`config.mk`:
```
export PLATFORM = sky130hd
export DESIGN_NAME = bix48_mux
export DESIGN_NICKNAME = d
export VERILOG_FILES = /design/src/rtl/bix48_pkg.sv /design/src/rtl/bix48_slot_counter.sv /design/src/rtl/bix48_slot_map.sv /design/src/rtl/bix48_tx_serializer.sv /design/src/rtl/bix48_rx_deserializer.sv /design/src/rtl/bix48_mux.sv
export SDC_FILE = /design/constraint.sdc
export NUM_CORES = 1
export LEC_CHECK = 0
export BUFFER_PORTS_ARGS = -buffer_cell sky130_fd_sc_hd__buf_2
export CAP_MARGIN = 20
export CORE_AREA = 2 2 104 106
export DETAILED_ROUTE_END_ITERATION = 10
export DIE_AREA = 0 0 106 108
export GPL_TIMING_DRIVEN = 0
export PLACE_DENSITY = 0.55
export REMOVE_ABC_BUFFERS = 1
export SKIP_LAST_GASP = 1
export SLEW_MARGIN = 20
export SYNTH_ARGS = -nofsm -noshare
export SYNTH_HDL_FRONTEND = slang
export SYNTH_SLANG_ARGS = --single-unit
```
`constraint.sdc`:
```
create_clock -name clk -period 2.7 [get_ports clk]
set_input_delay 0.675 -clock clk [delete_from_list [all_inputs] [get_ports clk]]
set_output_delay 0.675 -clock clk [all_outputs]
set_load 0.05 [all_outputs]
```
`src/rtl/bix48_pkg.sv`:
```
package bix48_pkg;
  localparam int PHASES = 5;
  localparam int PH_W   = 3;
  localparam int SUB_W  = 4;
  localparam int CH_W   = PH_W + SUB_W;

  typedef enum logic [1:0] {
    RATE_9600 = 2'd0,
    RATE_4800 = 2'd1,
    RATE_2400 = 2'd2,
    RATE_600  = 2'd3
  } rate_e;

  // how many round bits pick the sub-channel for a rate
  function automatic logic [SUB_W-1:0] sub_mask(rate_e r);
    case (r)
      RATE_9600: return 4'h0;
      RATE_4800: return 4'h1;
      RATE_2400: return 4'h3;
      default:   return 4'hF;
    endcase
  endfunction
endpackage

```
`src/rtl/bix48_slot_counter.sv`:
```
module bix48_slot_counter
  import bix48_pkg::*;
#(
  parameter int BYTE_W    = 8,
  parameter int SLOTS     = 80,
  parameter int BIT_W     = 3,
  parameter int RND_W     = 4,
  parameter bit LOOKAHEAD = 1'b0
) (
  input  logic             clk,
  input  logic             rst_n,
  input  logic             adv,
  input  logic             resync,
  output logic [BIT_W-1:0] bit_idx,
  output logic             frame_last,
  output logic [PH_W-1:0]  sel_phase,
  output logic [RND_W-1:0] sel_round
);
  localparam int SLOT_W = (SLOTS > 1) ? $clog2(SLOTS) : 1;

  logic [SLOT_W-1:0] slot_idx;
  logic [PH_W-1:0]   phase, nph;
  logic [RND_W-1:0]  round, nrd;
  logic              byte_last;

  assign byte_last  = (bit_idx == BIT_W'(BYTE_W - 1));
  assign frame_last = byte_last && (slot_idx == SLOT_W'(SLOTS - 1));

  // coordinates of the slot after the current one
  always_comb begin
    if (slot_idx == SLOT_W'(SLOTS - 1)) begin
      nph = '0;
      nrd = '0;
    end else if (phase == PH_W'(PHASES - 1)) begin
      nph = '0;
      nrd = round + 1'b1;
    end else begin
      nph = phase + 1'b1;
      nrd = round;
    end
  end

  always_ff @(posedge clk) begin
    if (!rst_n) begin
      bit_idx  <= '0;
      slot_idx <= '0;
      phase    <= '0;
      round    <= '0;
    end else if (adv) begin
      if (resync || frame_last) begin
        bit_idx  <= '0;
        slot_idx <= '0;
        phase    <= '0;
        round    <= '0;
      end else if (byte_last) begin
        bit_idx  <= '0;
        slot_idx <= slot_idx + 1'b1;
        phase    <= nph;
        round    <= nrd;
      end else begin
        bit_idx <= bit_idx + 1'b1;
      end
    end
  end

  generate
    if (LOOKAHEAD) begin : g_ahead
      // slot the next byte load will serve
      assign sel_phase = (bit_idx == '0) ? phase : nph;
      assign sel_round = (bit_idx == '0) ? round : nrd;
    end else begin : g_now
      assign sel_phase = phase;
      assign sel_round = round;
    end
  endgenerate

  assert_bit_range_R1: assert property (@(posedge clk) disable iff (!rst_n)
    int'(bit_idx) < BYTE_W);

  assert_resync_zero_R7: assert property (@(posedge clk) disable iff (!rst_n)
    adv && resync |=> bit_idx == '0 && slot_idx == '0);
endmodule

```
`src/rtl/bix48_slot_map.sv`:
```
module bix48_slot_map
  import bix48_pkg::*;
#(
  parameter int RND_W = 4
) (
  input  logic [2*PHASES-1:0] phase_rate,
  input  logic [PH_W-1:0]     phase,
  input  logic [RND_W-1:0]    round,
  output logic [CH_W-1:0]     ch
);
  rate_e            rt;
  logic [SUB_W-1:0] rnd_ext;

  always_comb begin
    rt = RATE_9600;
    for (int p = 0; p < PHASES; p++)
      if (phase == PH_W'(p)) rt = rate_e'(phase_rate[2*p +: 2]);
    rnd_ext = SUB_W'(round);
    ch = {phase, rnd_ext & sub_mask(rt)};
  end
endmodule

```
`src/rtl/bix48_tx_serializer.sv`:
```
module bix48_tx_serializer #(
  parameter int BYTE_W = 8,
  parameter int BIT_W  = 3
) (
  input  logic              clk,
  input  logic              rst_n,
  input  logic              bit_en,
  input  logic [BIT_W-1:0]  bit_idx,
  input  logic              frame_last,
  input  logic              in_valid,
  output logic              in_ready,
  input  logic [BYTE_W-1:0] in_data,
  input  logic              in_ctrl,
  output logic              tx_t,
  output logic              tx_c,
  output logic              tx_f
);
  logic              hold_full, hold_ctrl, load_now;
  logic [BYTE_W-1:0] hold_data, sh;

  assign load_now = bit_en && (bit_idx == '0);
  assign in_ready = !hold_full && !load_now;

  always_ff @(posedge clk) begin
    if (!rst_n) begin
      hold_full <= 1'b0;
      hold_data <= '0;
      hold_ctrl <= 1'b0;
      sh        <= '1;
      tx_t      <= 1'b1;
      tx_c      <= 1'b0;
      tx_f      <= 1'b1;
    end else begin
      if (in_valid && in_ready) begin
        hold_full <= 1'b1;
        hold_data <= in_data;
        hold_ctrl <= in_ctrl;
      end
      if (bit_en) begin
        tx_f <= !frame_last;
        if (bit_idx == '0) begin
          if (hold_full) begin
            tx_t      <= hold_data[0];
            sh        <= {1'b1, hold_data[BYTE_W-1:1]};
            tx_c      <= hold_ctrl;
            hold_full <= 1'b0;
          end else begin
            tx_t <= 1'b1;
            sh   <= '1;
            tx_c <= 1'b0;
          end
        end else begin
          tx_t <= sh[0];
          sh   <= {1'b1, sh[BYTE_W-1:1]};
        end
      end
    end
  end

  assert_ctrl_steady_R3: assert property (@(posedge clk) disable iff (!rst_n)
    bit_en && bit_idx != '0 |=> $stable(tx_c));

  assert_idle_fill_R6: assert property (@(posedge clk) disable iff (!rst_n)
    bit_en && bit_idx == '0 && !hold_full |=> tx_t && !tx_c);

  assert_accept_held_R5: assert property (@(posedge clk) disable iff (!rst_n)
    in_valid && in_ready |=> hold_full);

  assert_frame_mark_R2: assert property (@(posedge clk) disable iff (!rst_n)
    bit_en && frame_last |=> !tx_f);

  assert_frame_single_R2: assert property (@(posedge clk) disable iff (!rst_n)
    bit_en && !tx_f |=> tx_f);
endmodule

```
`src/rtl/bix48_rx_deserializer.sv`:
```
module bix48_rx_deserializer
  import bix48_pkg::*;
#(
  parameter int BYTE_W = 8,
  parameter int BIT_W  = 3
) (
  input  logic              clk,
  input  logic              rst_n,
  input  logic              bit_en,
  input  logic [BIT_W-1:0]  bit_idx,
  input  logic              frame_last,
  input  logic [CH_W-1:0]   slot_ch,
  input  logic              rx_r,
  input  logic              rx_i,
  input  logic              rx_f,
  output logic              out_valid,
  output logic [BYTE_W-1:0] out_data,
  output logic [CH_W-1:0]   out_ch,
  output logic              out_ind
);
  logic              locked, ind_cap;
  logic [BYTE_W-1:0] sh;

  always_ff @(posedge clk) begin
    if (!rst_n) begin
      locked    <= 1'b0;
      ind_cap   <= 1'b0;
      sh        <= '0;
      out_valid <= 1'b0;
      out_data  <= '0;
      out_ch    <= '0;
      out_ind   <= 1'b0;
    end else begin
      out_valid <= 1'b0;
      if (bit_en) begin
        if (!rx_f) locked <= 1'b1;
        sh <= {rx_r, sh[BYTE_W-1:1]};
        if (bit_idx == '0) ind_cap <= rx_i;
        if (locked && bit_idx == BIT_W'(BYTE_W - 1)) begin
          out_valid <= 1'b1;
          out_data  <= {rx_r, sh[BYTE_W-1:1]};
          out_ch    <= slot_ch;
          out_ind   <= ind_cap;
        end
      end
    end
  end

  assert_quiet_unlocked_R8: assert property (@(posedge clk) disable iff (!rst_n)
    !locked |=> !out_valid);

  assert_strobe_single_R9: assert property (@(posedge clk) disable iff (!rst_n)
    out_valid |=> !out_valid);

  // a counter wrap with the line marker high is a free-running frame end
  assert_wrap_unmarked_R7: assert property (@(posedge clk) disable iff (!rst_n)
    bit_en && frame_last && rx_f |=> bit_idx == '0);
endmodule

```
`src/rtl/bix48_mux.sv`:
```
module bix48_mux
  import bix48_pkg::*;
#(
  parameter int BYTE_W     = 8,
  parameter int FRAME_BITS = 640
) (
  input  logic              clk,
  input  logic              rst_n,
  input  logic              bit_en,
  input  logic [9:0]        phase_rate,
  input  logic              tx_valid,
  output logic              tx_ready,
  input  logic [BYTE_W-1:0] tx_data,
  input  logic              tx_ctrl,
  output logic [6:0]        tx_need_ch,
  output logic              line_tx_data,
  output logic              line_ctrl,
  output logic              line_frame,
  input  logic              line_rx_data,
  input  logic              line_rx_ind,
  input  logic              line_rx_frame,
  output logic              rx_valid,
  output logic [BYTE_W-1:0] rx_data,
  output logic [6:0]        rx_ch,
  output logic              rx_ind
);
  localparam int SLOTS  = FRAME_BITS / BYTE_W;
  localparam int ROUNDS = SLOTS / PHASES;
  localparam int BIT_W  = (BYTE_W > 1) ? $clog2(BYTE_W) : 1;
  localparam int RND_W  = (ROUNDS > 1) ? $clog2(ROUNDS) : 1;

  logic [BIT_W-1:0] tx_bit, rx_bit;
  logic             tx_flast, rx_flast;
  logic [PH_W-1:0]  tx_ph, rx_ph;
  logic [RND_W-1:0] tx_rd, rx_rd;
  logic [CH_W-1:0]  rx_slot_ch;

  bix48_slot_counter #(.BYTE_W(BYTE_W), .SLOTS(SLOTS), .BIT_W(BIT_W),
                       .RND_W(RND_W), .LOOKAHEAD(1'b1)) u_tx_cnt (
    .clk(clk), .rst_n(rst_n), .adv(bit_en), .resync(1'b0),
    .bit_idx(tx_bit), .frame_last(tx_flast),
    .sel_phase(tx_ph), .sel_round(tx_rd));

  bix48_slot_map #(.RND_W(RND_W)) u_tx_map (
    .phase_rate(phase_rate), .phase(tx_ph), .round(tx_rd), .ch(tx_need_ch));

  bix48_tx_serializer #(.BYTE_W(BYTE_W), .BIT_W(BIT_W)) u_tx (
    .clk(clk), .rst_n(rst_n), .bit_en(bit_en), .bit_idx(tx_bit),
    .frame_last(tx_flast), .in_valid(tx_valid), .in_ready(tx_ready),
    .in_data(tx_data), .in_ctrl(tx_ctrl),
    .tx_t(line_tx_data), .tx_c(line_ctrl), .tx_f(line_frame));

  bix48_slot_counter #(.BYTE_W(BYTE_W), .SLOTS(SLOTS), .BIT_W(BIT_W),
                       .RND_W(RND_W), .LOOKAHEAD(1'b0)) u_rx_cnt (
    .clk(clk), .rst_n(rst_n), .adv(bit_en), .resync(!line_rx_frame),
    .bit_idx(rx_bit), .frame_last(rx_flast),
    .sel_phase(rx_ph), .sel_round(rx_rd));

  bix48_slot_map #(.RND_W(RND_W)) u_rx_map (
    .phase_rate(phase_rate), .phase(rx_ph), .round(rx_rd), .ch(rx_slot_ch));

  bix48_rx_deserializer #(.BYTE_W(BYTE_W), .BIT_W(BIT_W)) u_rx (
    .clk(clk), .rst_n(rst_n), .bit_en(bit_en), .bit_idx(rx_bit),
    .frame_last(rx_flast), .slot_ch(rx_slot_ch),
    .rx_r(line_rx_data), .rx_i(line_rx_ind), .rx_f(line_rx_frame),
    .out_valid(rx_valid), .out_data(rx_data), .out_ch(rx_ch), .out_ind(rx_ind));
endmodule

```
## Yosys cells after proc, flatten, opt, wreduce, memory -nomap -nowiden

Index checks and enable logic that the tools add are counted.

- Add/sub/neg operators: 8
- Equality and inequality tests: 17
- Mux-type cells: 48
- Bitwise operators: 3
- Reduce and logical (&&, ||, !) cells: 28

Operators with widths:

| kind | number |
|---|---|
| 7-bit two-way mux | 6 |
| 3-bit two-way mux | 13 |
| 4-bit two-way mux | 9 |
| 4-bit one-hot mux with 3 select lines | 2 |
| 2-bit two-way mux | 10 |
| 3-bit == test (second input constant) | 5 |
| 7-bit by 1-bit adder with 7-bit output (second input constant) | 2 |
| 7-bit == test (second input constant) | 2 |
| 2-bit AND reduction | 7 |
| 3-bit by 1-bit adder with 3-bit output (second input constant) | 4 |
| 3-bit by 2-bit == test with 1-bit output (second input constant) | 4 |
| 3-bit logical NOT | 4 |
| 4-bit by 1-bit adder with 4-bit output (second input constant) | 2 |
| 4-bit AND | 2 |
| 1-bit two-way mux | 8 |
| 3-bit by 1-bit == test with 1-bit output (second input constant) | 2 |
| 1-bit logical AND | 6 |
| 2-bit by 1-bit == test with 1-bit output (second input constant) | 2 |
| 2-bit == test (second input constant) | 2 |
| 1-bit logical NOT | 4 |
| 2-bit logical NOT | 2 |
| 2-bit nonzero test | 2 |
| 3-bit AND reduction | 1 |
| 3-bit nonzero test | 1 |
| 2 further kinds | 2 |

- Bits in registers: 82
- Bits of input ports: 26
- Output and inout bits: 28
- Logic and storage cells: 126

## Depth between registers and ports, before layout

- Depth after elaboration: 13
- Depth in mapped cells: 10
- Gate-level depth less buffers: 9

## Hierarchy

From an unflattened synthesis, not the netlist that was laid out.

- Cells, all modules: 460
- Area, all modules: 4161.5 um^2

By module, submodules not included:

| module | instances | cells an instance | area an instance (um^2) | seq. area each (um^2) |
|---|---|---|---|---|
| bix48_rx_deserializer | 1 | 104 | 1061.0 | 520.5 |
| bix48_slot_counter (u_tx_cnt) | 1 | 121 | 1004.7 | 340.3 |
| bix48_tx_serializer | 1 | 99 | 905.9 | 400.4 |
| bix48_slot_counter (u_rx_cnt) | 1 | 90 | 839.6 | 340.3 |
| bix48_slot_map | 2 | 22 | 171.4 | 0.0 |
| bix48_mux | 1 | 2 | 7.5 | 0.0 |

## Worst setup path before layout

Ideal clock, no wire load.

- Path type: register to output
- From: register u_tx_cnt.phase[0]
- To: output tx_need_ch[1]
- Arrival time: 2918 ps
- Data required time: 2025 ps
- Setup slack: -893 ps
- Cell stages (with the launch flop): 10
- Path buffers: 1
- Path through: dfxtp_1 clkbuf_1 inv_1 ha_1 nand2_1 o211ai_2 o21ai_2 a211o_1 nand3_2 a21oi_1

- Longest elaborated chain between the ends: 13
- Elaborated cells between the ends (all ways): 23
- Classes of those cells: 1 x add/sub; 7 x eq/ne; 12 x mux; 1 x bitwise; 2 x reduce/logical

Ends and longest elaborated chain:

| item | line | text |
|---|---|---|
| start, declared | bix48_slot_counter.sv:22 | `logic [PH_W-1:0] phase, nph;` |
| start signal, assigned | bix48_slot_counter.sv:58 | `phase <= nph;` |
| 3-bit by 1-bit adder with 3-bit output / 3-bit == test (equally long branches) | bix48_slot_counter.sv:38, bix48_slot_counter.sv:34 |  |
| 3-bit two-way mux | bix48_slot_counter.sv:34 | `end else if (phase == PH_W'(PHASES - 1)) begin` |
| 3-bit two-way mux | bix48_slot_counter.sv:31 | `if (slot_idx == SLOT_W'(SLOTS - 1)) begin` |
| 3-bit two-way mux * | bix48_slot_counter.sv:69 | `assign sel_phase = (bit_idx == '0) ? phase : nph;` |
| net tx_need_ch[4] | bix48_mux.sv:15 | `output logic [6:0] tx_need_ch,` |
| 3-bit logical NOT | bix48_slot_map.sv:17 | `if (phase == PH_W'(p)) rt = rate_e'(phase_rate[2*p +: 2]);` |
| 2-bit two-way mux (4 in series) | bix48_slot_map.sv:17 |  |
| 2-bit two-way mux * | bix48_slot_map.sv:17 |  |
| 2-bit == test (tied with other cells) | bix48_pkg.sv:16 | `case (r)` |
| 4-bit one-hot mux with 3 select lines * | bix48_pkg.sv:16 |  |
| 4-bit AND * | bix48_slot_map.sv:19 | `ch = {phase, rnd_ext & sub_mask(rt)};` |
| end, declared | bix48_mux.sv:15 |  |

The timed path passes the listed nets; every way through them passes the cells marked *.

## Final worst setup path

- From: register u_tx_cnt.bit_idx[1]
- To: output tx_need_ch[2]

- Longest elaborated chain between the ends: 11
- Elaborated cells between the ends (all ways): 18
- Classes of those cells: 6 x eq/ne; 8 x mux; 1 x bitwise; 3 x reduce/logical

Ends and longest elaborated chain:

| item | line | text |
|---|---|---|
| start, declared | bix48_slot_counter.sv:14 | `output logic [BIT_W-1:0] bit_idx,` |
| start signal, assigned | bix48_slot_counter.sv:61 | `bit_idx <= bit_idx + 1'b1;` |
| 3-bit logical NOT * | bix48_slot_counter.sv:69, bix48_slot_counter.sv:70 |  |
| 3-bit two-way mux | bix48_slot_counter.sv:69 |  |
| 3-bit logical NOT | bix48_slot_map.sv:17 |  |
| 2-bit two-way mux (5 in series) | bix48_slot_map.sv:17 |  |
| 2-bit == test (tied with other cells) | bix48_pkg.sv:16 |  |
| 4-bit one-hot mux with 3 select lines | bix48_pkg.sv:16 |  |
| 4-bit AND * | bix48_slot_map.sv:19 |  |

Every way passes the cells marked *; elsewhere a longest branch is shown, timed or not.

==> summary.md <==
| Metric | Value |
|---|---|
| Gp weighted congestion | `0.810` |
| Vias per Instance | `5.14` |
| Most frequent CP cell | `buf_6` |
| Tmin final | `2.87 ns` |
| First-pass GRT wire length | `15,200 um` |
| Post-synth EDFFs | `0` |
| Post-synthesis mux area share | `4.42%` |
| Synthesis Warnings | `0` |
| Largest net degree at the start of global routing | `70` |
| Count of cell types in the netlist | `55` |
| Clock-pin slew on the worst setup and hold paths | `0.08 ns` |
| Hold Fails Final Rpt | `0` |
| Reg-to-Reg End | `u_rx_cnt.slot_idx[5]` |
| Part of the power in registers | `49.7%` |
| Hold_sp | `u_tx.hold_data[4]` |
| Synth Area in Adders | `5.21%` |
| Clk network pwr share | `37.6%` |
| Cell Rows | `37` |
| DP Worst Slack | `-0.543 ns` |
| Post-route clock period utilization | `106%` |
| Hold path depth | `2` |
| Register area share after synthesis | `39.3%` |
| Htree depth | `3` |
| Hold worst-path end | `u_tx.hold_data[4]` |
| Fin. max-slew vios | `0` |
| Static Leak | `1.96 nW` |
| ANT cells | `0` |
| DRC | `0` |
| Overall routing resource usage | `16.4%` |
| Final HPWL DP | `5860 um` |
| Avg WL per Cell | `13.1 um` |
| Crit path launch type | `flip-flop` |
| Synth area leaders | `dfxtp_1 39%, nand2_1 7.0%, a21boi_0 6.3%` |
| Post-synth ARST share | `0%` |
| Slowest cell on the critical path | `dfxtp_2` |
| Worst Path Max Fanout | `4` |
| Worst Reg2Reg Path Length in Cells | `7` |
| Reg2reg start | `u_rx_cnt.bit_idx[0]` |
| CP cell instances | `inv_2 > ha_4 > and2b_4 > nor3_4 > buf_6 > nor3_2 > a22oi_2 > nand3_1 > o21ai_2 > buf_6` |
| Clk sinks | `80` |
| Crit path kind | `flip-flop to output pin` |
| Slowest cell delay on critical path | `0.34 ns` |
| Final worst setup slack | `-0.166 ns` |
| Violated checks | `setup timing` |
| Vias in the first global route | `3,302` |
| CP Buf/Inv Count | `3` |
| Clock Skews | `0.0142 ns` |
| Clk Latency, worst-skew pair | `0.36 ns` |
| Die X-Extent | `106 um` |
| CTS max path bufs | `2` |
| P_int | `1.79 mW` |
| Kind of end point of the critical path | `output pin` |
| Max-Cap Viols | `0` |
| Initial antenna violation count | `0` |
| Synth Cell Area | `4080 sq um` |
| Clk root buf | `clkbuf_8` |
| Fin nets | `585` |
| Total negative slack | `-0.629 ns` |
| Sw Ratio | `27.5%` |
| Syn avg cell area | `8.52 sq um` |
| Post-Syn Instances | `479` |
| TritonCTS Buffers | `9` |
| Post-Synth XOR/XNOR Area | `2.36%` |
| Comb power frac | `12.7%` |
| Dominant register cell in the synthesized netlist | `dfxtp_1` |
| P&R area growth vs syn | `23.3%` |
| Proportion of layout cells with a drive suffix above 1 | `25.8%` |
| R2R Setup Slk | `0.72 ns` |
| Initial Util | `39.9%` |
| Critical path arrival | `2.19 ns` |
| Core ar. | `10,200 sq um` |
| Synth Area in Compound Gates | `17.5%` |
| IR drop worst, VDD | `0.000200 V` |
| Via count | `3,508` |
| Unrepaired setup endpoints after global routing | `true` |
| Final setup fails | `4` |
| I/O pin count | `54` |
| CTS tree | `built` |
| F_max | `349 MHz` |
| Area leader, netlist | `dfxtp_1` |
| Total die area | `11,400 sq um` |
| DRT antenna net count | `0` |
| Psw | `0.677 mW` |
| Slew margin rel. | `56.2%` |
| Drt first pass iters | `4` |
| PwrDens | `490 nW/um^2` |
| CP top delay family | `simple AND/OR/NAND/NOR gates` |
| Die Y | `108 um` |
| Worst-margin pin slew | `0.656 ns` |
| Status | `finished with violations` |
| DR iter-0 viols | `135` |
| Post-synthesis simple-gate area fraction | `27.2%` |
| Largest family of logic cells by synthesized area | `simple AND/OR/NAND/NOR gates` |
| FF+latch count, synth | `80` |
| I/O Buffers | `53` |
| Congestion Overflow GR | `0` |
| Routed WL | `8960 um` |
| Worst hold slack | `0.464 ns` |
| Hold Crit Class | `flip-flop to flip-flop` |
| Area share of the largest cell type after synthesis | `39.3%` |
| Required @ worst endpoint | `2.03 ns` |
[kinds of logic (layout without fill, tap and decap cells)]
| group | after synthesis | after routing |
|---|---|---|
| AO/OA/AOI/OAI | 102 | 102 |
| adder cells (fa/ha/maj) | 17 | 17 |
| buffers and inverters | 39 | 105 |
| XOR/XNOR | 11 | 11 |
| AND/OR/NAND/NOR | 213 | 215 |
| multiplexers | 17 | 17 |
| flip-flops | 80 | 80 |
[cells in the mapped netlist, types with 3 or more instances]
cell type	count
a32oi_1	3
o21ai_0	17
o31ai_1	3
dfxtp_1	80
nor2b_1	19
a21oi_1	18
ha_1	17
a21boi_0	34
and3_1	3
nor3_1	9
and2_1	10
nand3b_1	10
nor2_1	19
nand3_1	36
o22ai_1	3
inv_1	13
buf_2	7
o211ai_1	8
mux2i_1	15
xor2_1	5
xnor2_1	6
nand4_1	4
clkbuf_1	17
nand2_1	76
nand2b_1	11
[how the worst max path moves through the flow]
| stage | from | endpoint | slack (ns) | depth (start not counted) |
|---|---|---|---|---|
| after global placement | u_tx_cnt.bit_idx[0] | tx_need_ch[2] | -0.50 | 9 |
| after global routing | u_tx_cnt.bit_idx[0] | tx_need_ch[2] | -0.29 | 10 |
| after detailed placement | u_tx_cnt.bit_idx[0] | tx_need_ch[3] | -0.54 | 9 |
| after floorplan | u_tx_cnt.bit_idx[0] | tx_need_ch[1] | -0.85 | 8 |
| final | u_tx_cnt.bit_idx[1] | tx_need_ch[2] | -0.17 | 10 |
| after CTS | u_tx_cnt.bit_idx[1] | tx_need_ch[0] | -0.19 | 9 |
[worst register-to-register path, stage by stage (launching register included)]
cell and delay (ns):
dfxtp_1 0.38, ha_1 0.16, ha_1 0.16, nand2b_1 0.18
and2_1 0.30, nand4_1 0.21, or3_1 0.38, a21oi_1 0.14
[layer usage]
layer / global-route usage [%] / share of wire [%] / wire (um) / vias to the layer above
met5: 0 / 0 / 0 / -
met4: 6.11 / 1.1 / 97 / 0
met3: 2.95 / 3.4 / 308 / 7
met2: 26.8 / 46 / 4140 / 58
met1: 21.7 / 49 / 4410 / 1640
li1: - / - / - / 1803
[layout make-up]
type	count	area [sq um]
clock inverters	7	88.8
repair buffers	76	475
flip-flops and latches	80	1620
fillers	1011	5200
multi-input cells	362	2500
inverters	13	48.8
well taps	136	170
clock buffers	9	124
[through the flow]
step                area [sq um]  util [%]  total power, mW  instances
detailed placement          4400      43.0             1.50        642
global route                5030      49.2             2.59        683
global placement            4400      43.0             1.50        642
floorplan                   3960         -             1.41        453
CTS                         4890      47.8             2.49        678
finish                      5030      49.2             2.47        683
[power by group through the flow]
stage | combinational [mW] | sequential [mW] | clock [mW]
floorplan | 0.160 | 1.25 | 0
global placement | 0.244 | 1.26 | 0
detailed placement | 0.247 | 1.26 | 0
CTS | 0.306 | 1.23 | 0.956
global route | 0.347 | 1.23 | 1.01
finish | 0.313 | 1.23 | 0.927
[state kept, by name, indices dropped and copies added (netlist names)]
name                count
u_rx_cnt.bit_idx        3
u_rx.out_valid          1
u_tx_cnt.slot_idx       7
u_rx_cnt.slot_idx       7
u_rx.out_ch             7
u_rx.out_ind            1
u_rx.out_data           8
u_rx_cnt.sel_round      4
u_tx_cnt.bit_idx        3
u_rx_cnt.sel_phase      3
u_rx.locked             1
u_tx.tx_t               1
u_tx.tx_c               1
u_tx_cnt.phase          3
u_tx.tx_f               1
u_tx_cnt.round          4
u_rx.sh                 7
u_tx.hold_data          8
u_tx.hold_full          1
u_rx.ind_cap            1
u_tx.hold_ctrl          1
u_tx.sh                 7
[placed cells by master, fill, tap and decap left out, types with 3 or more instances in the layout]
cell      netlist  layout
inv_1          13      11
buf_4           1      22
o22ai_1         3       3
nand4_1         4       4
nand2_1        76      74
nor2_4          0       3
nor2_1         19      17
clkbuf_8        0       9
o21ai_2         2       4
ha_1           17      13
nand3_1        36      36
o31ai_1         3       3
buf_2           7      47
nor3_1          9       6
ha_4            0       4
xnor2_1         6       6
o211ai_1        8       8
a32oi_1         3       3
nand2b_1       11      10
dfxtp_1        80      71
a21oi_2         1       3
dfxtp_4         0       3
xor2_1          5       5
buf_6           1       6
dfxtp_2         0       6
nor3_2          0       3
and2_1         10      10
nor2b_1        19      19
and3_1          3       3
mux2i_1        15      13
a21boi_0       34      33
o21ai_0        17      16
nand3b_1       10      10
a21oi_1        18      16
[repair_timing]
action | 4_1_cts | 5_1_grt
hold buffers | 0 | 0
gates cloned | 2 | 0
setup buffers | 18 | 5
pin swaps | 12 | 18
setup endpoints to repair | 8 | 5
resized for setup | 41 | 21
No activity file was read; power rests on OpenSTA's default activity.
